--- src/rtl/dds_pkg.sv ---
package dds_pkg;

    localparam int WAVE_SINE    = 0;
    localparam int WAVE_SAW     = 1;
    localparam int WAVE_RAMP    = 2;
    localparam int WAVE_TRI     = 3;
    localparam int WAVE_SQUARE  = 4;
    localparam int WAVE_SAWTRI  = 5;
    localparam int WAVE_NOISE   = 6;

    // Sine table entry for index i of a w-bit table, built with a rational
    // half-wave approximation: s(t) = 16t(N-t) / (5N^2 - 4t(N-t)).
    function automatic int sine_entry(input int i, input int w);
        longint n;
        longint amp;
        longint t;
        longint p;
        longint num;
        longint den;
        longint mag;
        n   = longint'(1) << (w - 1);
        amp = n - 1;
        t   = longint'(i) % n;
        p   = t * (n - t);
        num = 16 * p * amp;
        den = 5 * n * n - 4 * p;
        mag = (num + den / 2) / den;
        if (longint'(i) < n) begin
            return int'(n + mag);
        end
        return int'(n - mag);
    endfunction

endpackage

--- src/rtl/dds_phase_acc.sv ---
module dds_phase_acc #(
    parameter int ACC_W = 32
) (
    input  logic             clk_i,
    input  logic             rst_i,
    input  logic [ACC_W-1:0] tune_word_i,
    output logic [ACC_W-1:0] phase_o
);

    typedef struct packed {
        logic [ACC_W-1:0] acc;
    } acc_state_t;

    acc_state_t state_d;
    acc_state_t state_q;

    always_comb begin
        state_d     = state_q;
        state_d.acc = state_q.acc + tune_word_i;
        if (rst_i) begin
            state_d.acc = '0;
        end
    end

    always_ff @(posedge clk_i) begin
        state_q <= state_d;
    end

    assign phase_o = state_q.acc;

endmodule

--- src/rtl/dds_sine_rom.sv ---
module dds_sine_rom #(
    parameter int SAMPLE_W = 8
) (
    input  logic                clk_i,
    input  logic [SAMPLE_W-1:0] addr_i,
    output logic [SAMPLE_W-1:0] data_o
);

    localparam int DEPTH = 1 << SAMPLE_W;

    logic [SAMPLE_W-1:0] table_w [DEPTH];

    for (genvar g = 0; g < DEPTH; g++) begin : g_entry
        localparam logic [SAMPLE_W-1:0] ENTRY = SAMPLE_W'(dds_pkg::sine_entry(g, SAMPLE_W));
        assign table_w[g] = ENTRY;
    end

    logic [SAMPLE_W-1:0] data_d;
    logic [SAMPLE_W-1:0] data_q;

    always_comb begin
        data_d = table_w[addr_i];
    end

    always_ff @(posedge clk_i) begin
        data_q <= data_d;
    end

    assign data_o = data_q;

endmodule

--- src/rtl/dds_shaper.sv ---
module dds_shaper #(
    parameter int SAMPLE_W = 8,
    parameter int SEL_W    = 8
) (
    input  logic                clk_i,
    input  logic                rst_i,
    input  logic [SAMPLE_W-1:0] index_i,
    input  logic [SEL_W-1:0]    sel_i,
    output logic [SAMPLE_W-1:0] shape_o,
    output logic                use_sine_o
);

    localparam logic [SAMPLE_W-1:0] MID_V = {1'b0, {(SAMPLE_W-1){1'b1}}};
    localparam logic [SAMPLE_W-1:0] MAX_V = '1;

    typedef struct packed {
        logic [SAMPLE_W-1:0] shape;
        logic                use_sine;
    } shape_state_t;

    shape_state_t state_d;
    shape_state_t state_q;

    logic [SAMPLE_W-1:0] saw_w;
    logic [SAMPLE_W-1:0] ramp_w;
    logic [SAMPLE_W-1:0] tri_w;
    logic [SAMPLE_W-1:0] sq_w;
    logic [SAMPLE_W-1:0] sawtri_w;
    logic                upper_w;

    always_comb begin
        saw_w    = index_i;
        ramp_w   = -index_i;
        upper_w  = index_i > MID_V;
        tri_w    = upper_w ? ((~index_i) << 1) : (index_i << 1);
        sq_w     = upper_w ? MAX_V : '0;
        sawtri_w = upper_w ? ramp_w : (MID_V + index_i);
    end

    always_comb begin
        state_d          = state_q;
        state_d.use_sine = (sel_i == SEL_W'(dds_pkg::WAVE_SINE));
        case (sel_i)
            SEL_W'(dds_pkg::WAVE_SAW):    state_d.shape = saw_w;
            SEL_W'(dds_pkg::WAVE_RAMP):   state_d.shape = ramp_w;
            SEL_W'(dds_pkg::WAVE_TRI):    state_d.shape = tri_w;
            SEL_W'(dds_pkg::WAVE_SQUARE): state_d.shape = sq_w;
            SEL_W'(dds_pkg::WAVE_SAWTRI): state_d.shape = sawtri_w;
            SEL_W'(dds_pkg::WAVE_NOISE):  state_d.shape = MID_V;
            default:                      state_d.shape = MID_V;
        endcase
        if (rst_i) begin
            state_d.shape    = MID_V;
            state_d.use_sine = 1'b1;
        end
    end

    always_ff @(posedge clk_i) begin
        state_q <= state_d;
    end

    assign shape_o    = state_q.shape;
    assign use_sine_o = state_q.use_sine;

endmodule

--- src/rtl/dds_wavegen.sv ---
module dds_wavegen #(
    parameter int ACC_W    = 32,
    parameter int SAMPLE_W = 8,
    parameter int SEL_W    = 8
) (
    input  logic                clk_i,
    input  logic                rst_i,
    input  logic [ACC_W-1:0]    tune_word_i,
    input  logic [SEL_W-1:0]    wave_sel_i,
    output logic [SAMPLE_W-1:0] sample_o,
    output logic                square_o
);

    logic [ACC_W-1:0]    phase_w;
    logic [SAMPLE_W-1:0] index_w;
    logic [SAMPLE_W-1:0] sine_w;
    logic [SAMPLE_W-1:0] shape_w;
    logic                use_sine_w;

    dds_phase_acc #(.ACC_W(ACC_W)) u_acc (
        .clk_i       (clk_i),
        .rst_i       (rst_i),
        .tune_word_i (tune_word_i),
        .phase_o     (phase_w)
    );

    assign index_w = phase_w[ACC_W-1 -: SAMPLE_W];

    dds_sine_rom #(.SAMPLE_W(SAMPLE_W)) u_sine (
        .clk_i  (clk_i),
        .addr_i (index_w),
        .data_o (sine_w)
    );

    dds_shaper #(.SAMPLE_W(SAMPLE_W), .SEL_W(SEL_W)) u_shape (
        .clk_i      (clk_i),
        .rst_i      (rst_i),
        .index_i    (index_w),
        .sel_i      (wave_sel_i),
        .shape_o    (shape_w),
        .use_sine_o (use_sine_w)
    );

    assign sample_o = use_sine_w ? sine_w : shape_w;
    assign square_o = phase_w[ACC_W-1];

endmodule

--- config.mk ---
export PLATFORM = sky130hd
export DESIGN_NAME = dds_wavegen
export DESIGN_NICKNAME = d
export VERILOG_FILES = /design/src/rtl/dds_pkg.sv /design/src/rtl/dds_phase_acc.sv /design/src/rtl/dds_sine_rom.sv /design/src/rtl/dds_shaper.sv /design/src/rtl/dds_wavegen.sv
export SDC_FILE = /design/constraint.sdc
export NUM_CORES = 1
export LEC_CHECK = 0
export BUFFER_PORTS_ARGS = -buffer_cell sky130_fd_sc_hd__buf_2
export CAP_MARGIN = 40
export CORE_MARGIN = 1
export CORE_UTILIZATION = 45
export DETAILED_ROUTE_END_ITERATION = 16
export GPL_TIMING_DRIVEN = 1
export PLACE_DENSITY = 0.61
export SLEW_MARGIN = 20
export SYNTH_ARGS = -nofsm -noshare
export SYNTH_HDL_FRONTEND = slang
export SYNTH_SLANG_ARGS = --single-unit
--- constraint.sdc ---
create_clock -name clk_i -period 6.1 [get_ports clk_i]
set_input_delay 0.305 -clock clk_i [delete_from_list [all_inputs] [get_ports clk_i]]
set_output_delay 0.305 -clock clk_i [all_outputs]
set_load 0.01 [all_outputs]
Word-level counts from Yosys, hierarchy flattened

Memory sizes are Yosys's and may differ from the RTL's. A register that Yosys moved wholly into a read port is not among the register bits.
Cells that the tools add are included.

Add/subtract/negate cells: 3
$lt $le $gt $ge: 1
Equal/unequal tests: 5
Mux-type cells: 5
Bitwise gates (word level): 2
Reduce and logical (&&, ||, !) cells: 1

Operator list:

| kind                                                                            | count |
|---|---|
| 8-bit case mux with 5 select lines                                              | 1 |
| 32-bit adder                                                                    | 1 |
| 8-bit 2-to-1 mux                                                                | 4 |
| 8-bit by 2-bit == test with 1-bit output, second input constant                 | 2 |
| 8-bit by 3-bit == test with 1-bit output, second input constant                 | 2 |
| 8-bit NOT with 9-bit output                                                     | 1 |
| 7-bit by 8-bit adder with 8-bit output, first input constant                    | 1 |
| 8-bit by 1-bit == test with 1-bit output, second input constant                 | 1 |
| 8-bit by 7-bit greater-than comparator with 1-bit output, second input constant | 1 |
| 8-bit zero test                                                                 | 1 |
| 8-bit negator                                                                   | 1 |
| 7-bit NOT                                                                       | 1 |

Bits in registers: 41
Bits in read-only memories: 2,048
Input port bits: 42
Logic and storage cells: 21
Memories kept: 1

Memory list:

| name            | words | width | rd ports | clocked after memory_dff | write ports | RTL line           | RTL |
|---|---|---|---|---|---|---|---|
| (no name shown) | 256   | 8     | 1        | 1                        | 0           | dds_sine_rom.sv:22 | `data_d = table_w[addr_i];` |

Depth between registers and ports, before layout

Depth after elaboration: 3
Depth in mapped cells: 11
Mapped depth without buffers: 10

By module

Synthesis repeated with hierarchy kept, for this count alone.

Cells, all modules: 805
Area total of the unflattened synthesis: 5,984.5 um^2

By module, submodules not included:

| module        | times used | cells each | area an instance (um^2) |
|---|---|---|---|
| dds_phase_acc | 1          | 345        | 2,760.1 |
| dds_sine_rom  | 1          | 340        | 2,194.6 |
| dds_shaper    | 1          | 111        | 898.4 |
| dds_wavegen   | 1          | 9          | 131.4 |

Worst setup path after synthesis

Ideal clock, no wire load.

Kind: register to register
Start: register u_acc.state_q, in the netlist u_acc.phase_o[24]
End: register u_sine.data_q[4] (netlist: u_sine.data_o[4])
Data arrival time: 2.203 ns
Data required time: 5.966 ns
Slack: 3.763 ns
Cell stages (with the launch flop): 10
Path buffers: 1
Cell sequence: dfxtp_1 -> inv_1 -> ha_1 -> clkbuf_1 -> inv_1 -> ha_1 -> a211o_1 -> a21oi_1 -> a31oi_1 -> mux4_2

Longest elaborated chain between the ends: 1

Ends and longest elaborated chain:

| item                                              | RTL line            | RTL |
|---|---|---|
| from (decl)                                       | dds_phase_acc.sv:15 | `acc_state_t state_q;` |
| from (signal assigned)                            | dds_phase_acc.sv:26 | `state_q <= state_d;` |
| 8-bit NOT with 9-bit output (implied by the code) | dds_sine_rom.sv:22  |  |
| to (decl)                                         | dds_sine_rom.sv:19  | `logic [SAMPLE_W-1:0] data_q;` |

Every way passes these cells.
A chain may end at the register's enable or synchronous reset.

Worst setup path in the final report

Start: register u_acc.state_q, in the netlist u_acc.phase_o[24]
End: register u_sine.data_q[2] (netlist: u_sine.data_o[2])

Same word-level chain as after synthesis.

==> flow_metrics.tcl <==
set metrics [dict create \
    status "finished clean" \
    root_buffer "clkbuf_16" \
    cp-startpoint "u_acc.phase_o[24]" \
    crit_fanout 18 \
    coreArea_mm2 0.01272 \
    p_seq_share_pct 15.7 \
    clockBufferDepth 2 \
    gp_congestion 0.9405 \
    internal_power_mw 1.736 \
    finalInstanceArea_mm2 0.006282 \
    whs_ns 0.3417 \
    vias 6186 \
    clkTransAtPathRegs_ns 0.08 \
    grt_usage_pct 26.19 \
    dpl_cell_area_mm2 0.006113 \
    grt_pass1_vias 5736 \
    grt_pass1_wl_um 28190 \
    cp_num_cells 8 \
    die_h_um 116.5 \
    endpoint_kind "register" \
    wl_per_cell_um 17.71 \
    via_per_inst 6.287 \
    worst_slack_ns 2.877 \
    arrival_ns 3.42 \
    fin_crit_ns 3.223 \
    power.total_mw 3.632 \
    synthTopCellsByArea "dfxtp_1 (17%), ha_1 (9.8%), a21oi_1 (5.9%), o21ai_0 (5.2%), nor2_1 (4.6%)" \
    yosysWarnings 0 \
    ys.flop_type "dfxtp_1" \
    synth_cells 814 \
    crit_path_start_kind "register" \
    yosysTopAreaCell "dfxtp_1" \
    r2r_setup_slack_ns 2.88 \
    netlist.area_leader.share_pct 16.63 \
    path_cells "inv_1 -> ha_1 -> nand2_1 -> o21ai_0 -> mux4_2 -> a211oi_1 -> a31oi_1 -> mux2_2" \
    syn_to_final_growth_pct 6.490 \
    clk_latency_ns 0.30 \
    dieArea_mm2 0.01357 \
    r2r_cells 8 \
    leakagePower_nw 2.442 \
    final_util_pct 49.38 \
    fin_skew_ns 0.004890 \
    rsz0062_at_grt "false" \
    diodes 0 \
    crit_family "flip-flops" \
    finalHoldViolations 0 \
    worst_pin_slew_ns 0.7835 \
    p_comb_share_pct 75.0 \
    cts_resized 0 \
    ir_drop_mv 0.2332 \
    synth-edff-count 0 \
    ys_ff_latch 49 \
    avgSynthCellArea_um2 7.247 \
    p_sw_mw 1.896 \
    hold_class "primary input to register" \
    pre_cts_ws_ns 2.973 \
    seq_area_frac_synth_pct 16.63 \
    final_cells 984 \
    slowest_stage "dfxtp_1" \
    timing.fmax_ghz 0.3102 \
    endpoint "u_sine.data_o[2]" \
    port_buffers 50 \
    crit_buf_inv 1 \
    fin_crit_sh_pct 52.84 \
    cp.required_ns 6.29 \
    fin_tns_setup_ns 0 \
    dr.first_iter.drc_count 603 \
    max_cap_violations 0 \
    r2r_start "u_acc.phase_o[24]" \
    drc 0 \
    final_layout_size_suffix_gt1_share_pct 13.55 \
    ys_async_sr_fraction_pct 0 \
    rows 41 \
    postCtsHoldBufs 0 \
    synth_area_mm2 0.005899 \
    initial_core_util_pct 46.37 \
    antenna_found_initial 0 \
    path_class "register to register" \
    synthesis.nets 903 \
    cts_setup_buffers 0 \
    tritoncts "built" \
    power_density_mw_per_mm2 578.2 \
    dp_cells 976 \
    power.share.clock_pct 9.3 \
    clock-sinks 49 \
    switching_share_pct 52.21 \
    fp.dieW_um 116.5 \
    rr_endpoint "u_sine.data_o[2]" \
    synth.distinct_cells 78 \
    totalWireLength_um 17420 \
    grt_overflow 0 \
    setup_viol 0 \
    grt_max_degree 65 \
    cts-htree-levels 2 \
    max_stage_delay_ns 0.78 \
    num-nets-final 900 \
    io_pins 51 \
    numCtsBuffers 5 \
    first_pass_iters 6 \
    dp_hpwl_um 12390 \
    slew_violations 0 \
    relSlewSlack_pct 47.71 \
    ant_nets 0 \
]
[cell families (layout without fill, tap and decap cells)]
| kind of cell | count (synthesis) | in the layout | share of synthesized area [%] |
|---|---|---|---|
| fa+ha+maj | 47 | 47 | 10.10 |
| mux | 37 | 37 | 8.187 |
| simple gates | 290 | 290 | 24.22 |
| buf+inv | 86 | 84 | 6.469 |
| xor+xnor | 27 | 27 | 4.009 |
| compound gates | 278 | 278 | 30.39 |
| flops | 49 | 49 | 16.63 |
[how the worst min path moves through the flow]
stage	slack, ns	start	end	depth (start not counted)
floorplan	0.49	wave_sel_i[5]	u_shape.shape_o[7]	3
global placement	0.54	u_acc.phase_o[0]	u_acc.phase_o[0]	2
detailed placement	0.58	u_acc.phase_o[0]	u_acc.phase_o[0]	2
CTS	0.33	tune_word_i[31]	u_acc.phase_o[31]	4
global route	0.37	tune_word_i[31]	u_acc.phase_o[31]	4
finish	0.34	tune_word_i[31]	u_acc.phase_o[31]	4
[per-layer routing]
| metal | routed length [µm] | up-vias | global-route usage [%] | part of all wire, % |
|---|---|---|---|---|
| li1 | - | 2982 | - | - |
| met1 | 7376 | 2885 | 33.04 | 42 |
| met4 | 587 | 0 | 10.68 | 3.4 |
| met2 | 8307 | 265 | 44.10 | 48 |
| met3 | 1150 | 54 | 4.515 | 6.6 |
| met5 | 0 | - | 0 | 0 |
[synth_stat cells (5+ instances only)]
master and number:
o211ai_1 12, xnor2_1 21, nand2_1 68, o22ai_1 5, mux2i_1 10, nand4_1 15, o21ai_0 61, buf_2 26
dfxtp_1 49, mux2_2 14, o21a_1 9, o21ai_1 8, buf_1 7, ha_1 46, nand3_1 27, nand2b_1 15
a31oi_1 14, clkbuf_1 31, inv_1 14, nor2_1 72, nor2b_1 17, mux4_2 7, o21bai_1 9, o221ai_1 5
nand3b_1 5, mux2_1 6, a21o_1 11, a21boi_0 7, a21oi_1 70, xor2_1 6, a211oi_1 14, or2_2 6
nor3_1 33
[cell usage in the layout, fill, tap and decap left out, drive strengths merged, types with 11 or more instances in the layout]
cell type / Yosys / layout
nor2: 74 / 74
a21oi: 74 / 74
o21ai: 69 / 69
nand2: 68 / 68
buf: 37 / 58
dfxtp: 49 / 49
ha: 46 / 46
nor3: 35 / 35
nand3: 27 / 27
xnor2: 21 / 21
mux2: 20 / 20
inv: 17 / 18
nor2b: 17 / 17
a211oi: 16 / 16
nand2b: 15 / 15
nand4: 15 / 15
a31oi: 14 / 14
o211ai: 12 / 12
a21o: 11 / 11
or2: 11 / 11
[final cells by class]
class                      count  area, µm²
clock buffer                   5      125.1
clock inverter                 3      43.79
fill                        1303       6440
inverter                      18      67.56
multi-input combinational    679       4537
sequential                    49      983.4
tap                          172      215.2
timing repair buffer          58      310.3
[power by group through the flow]
stage          sequential (mW)  combinational (mW)  clock (mW)
2_1_floorplan            0.507                2.17           0
3_3_place_gp             0.567                2.62           0
3_5_place_dp             0.573                2.65           0
4_1_cts                  0.566                2.67       0.349
5_1_grt                  0.587                2.99       0.359
6_report                 0.569                2.72       0.339
[flip-flops by register name (all words and copies together), names as in the netlist]
signal	cells
u_acc.phase_o	32
u_shape.use_sine_o	1
u_sine.data_o	8
u_shape.shape_o	8
[tightest hold or removal path, stage by stage]
cell and delay (ns):
buf_2 0.08, xnor2_1 0.08, o31ai_1 0.07, a21oi_1 0.06
Note: power is estimated with default switching activity, not from simulation.
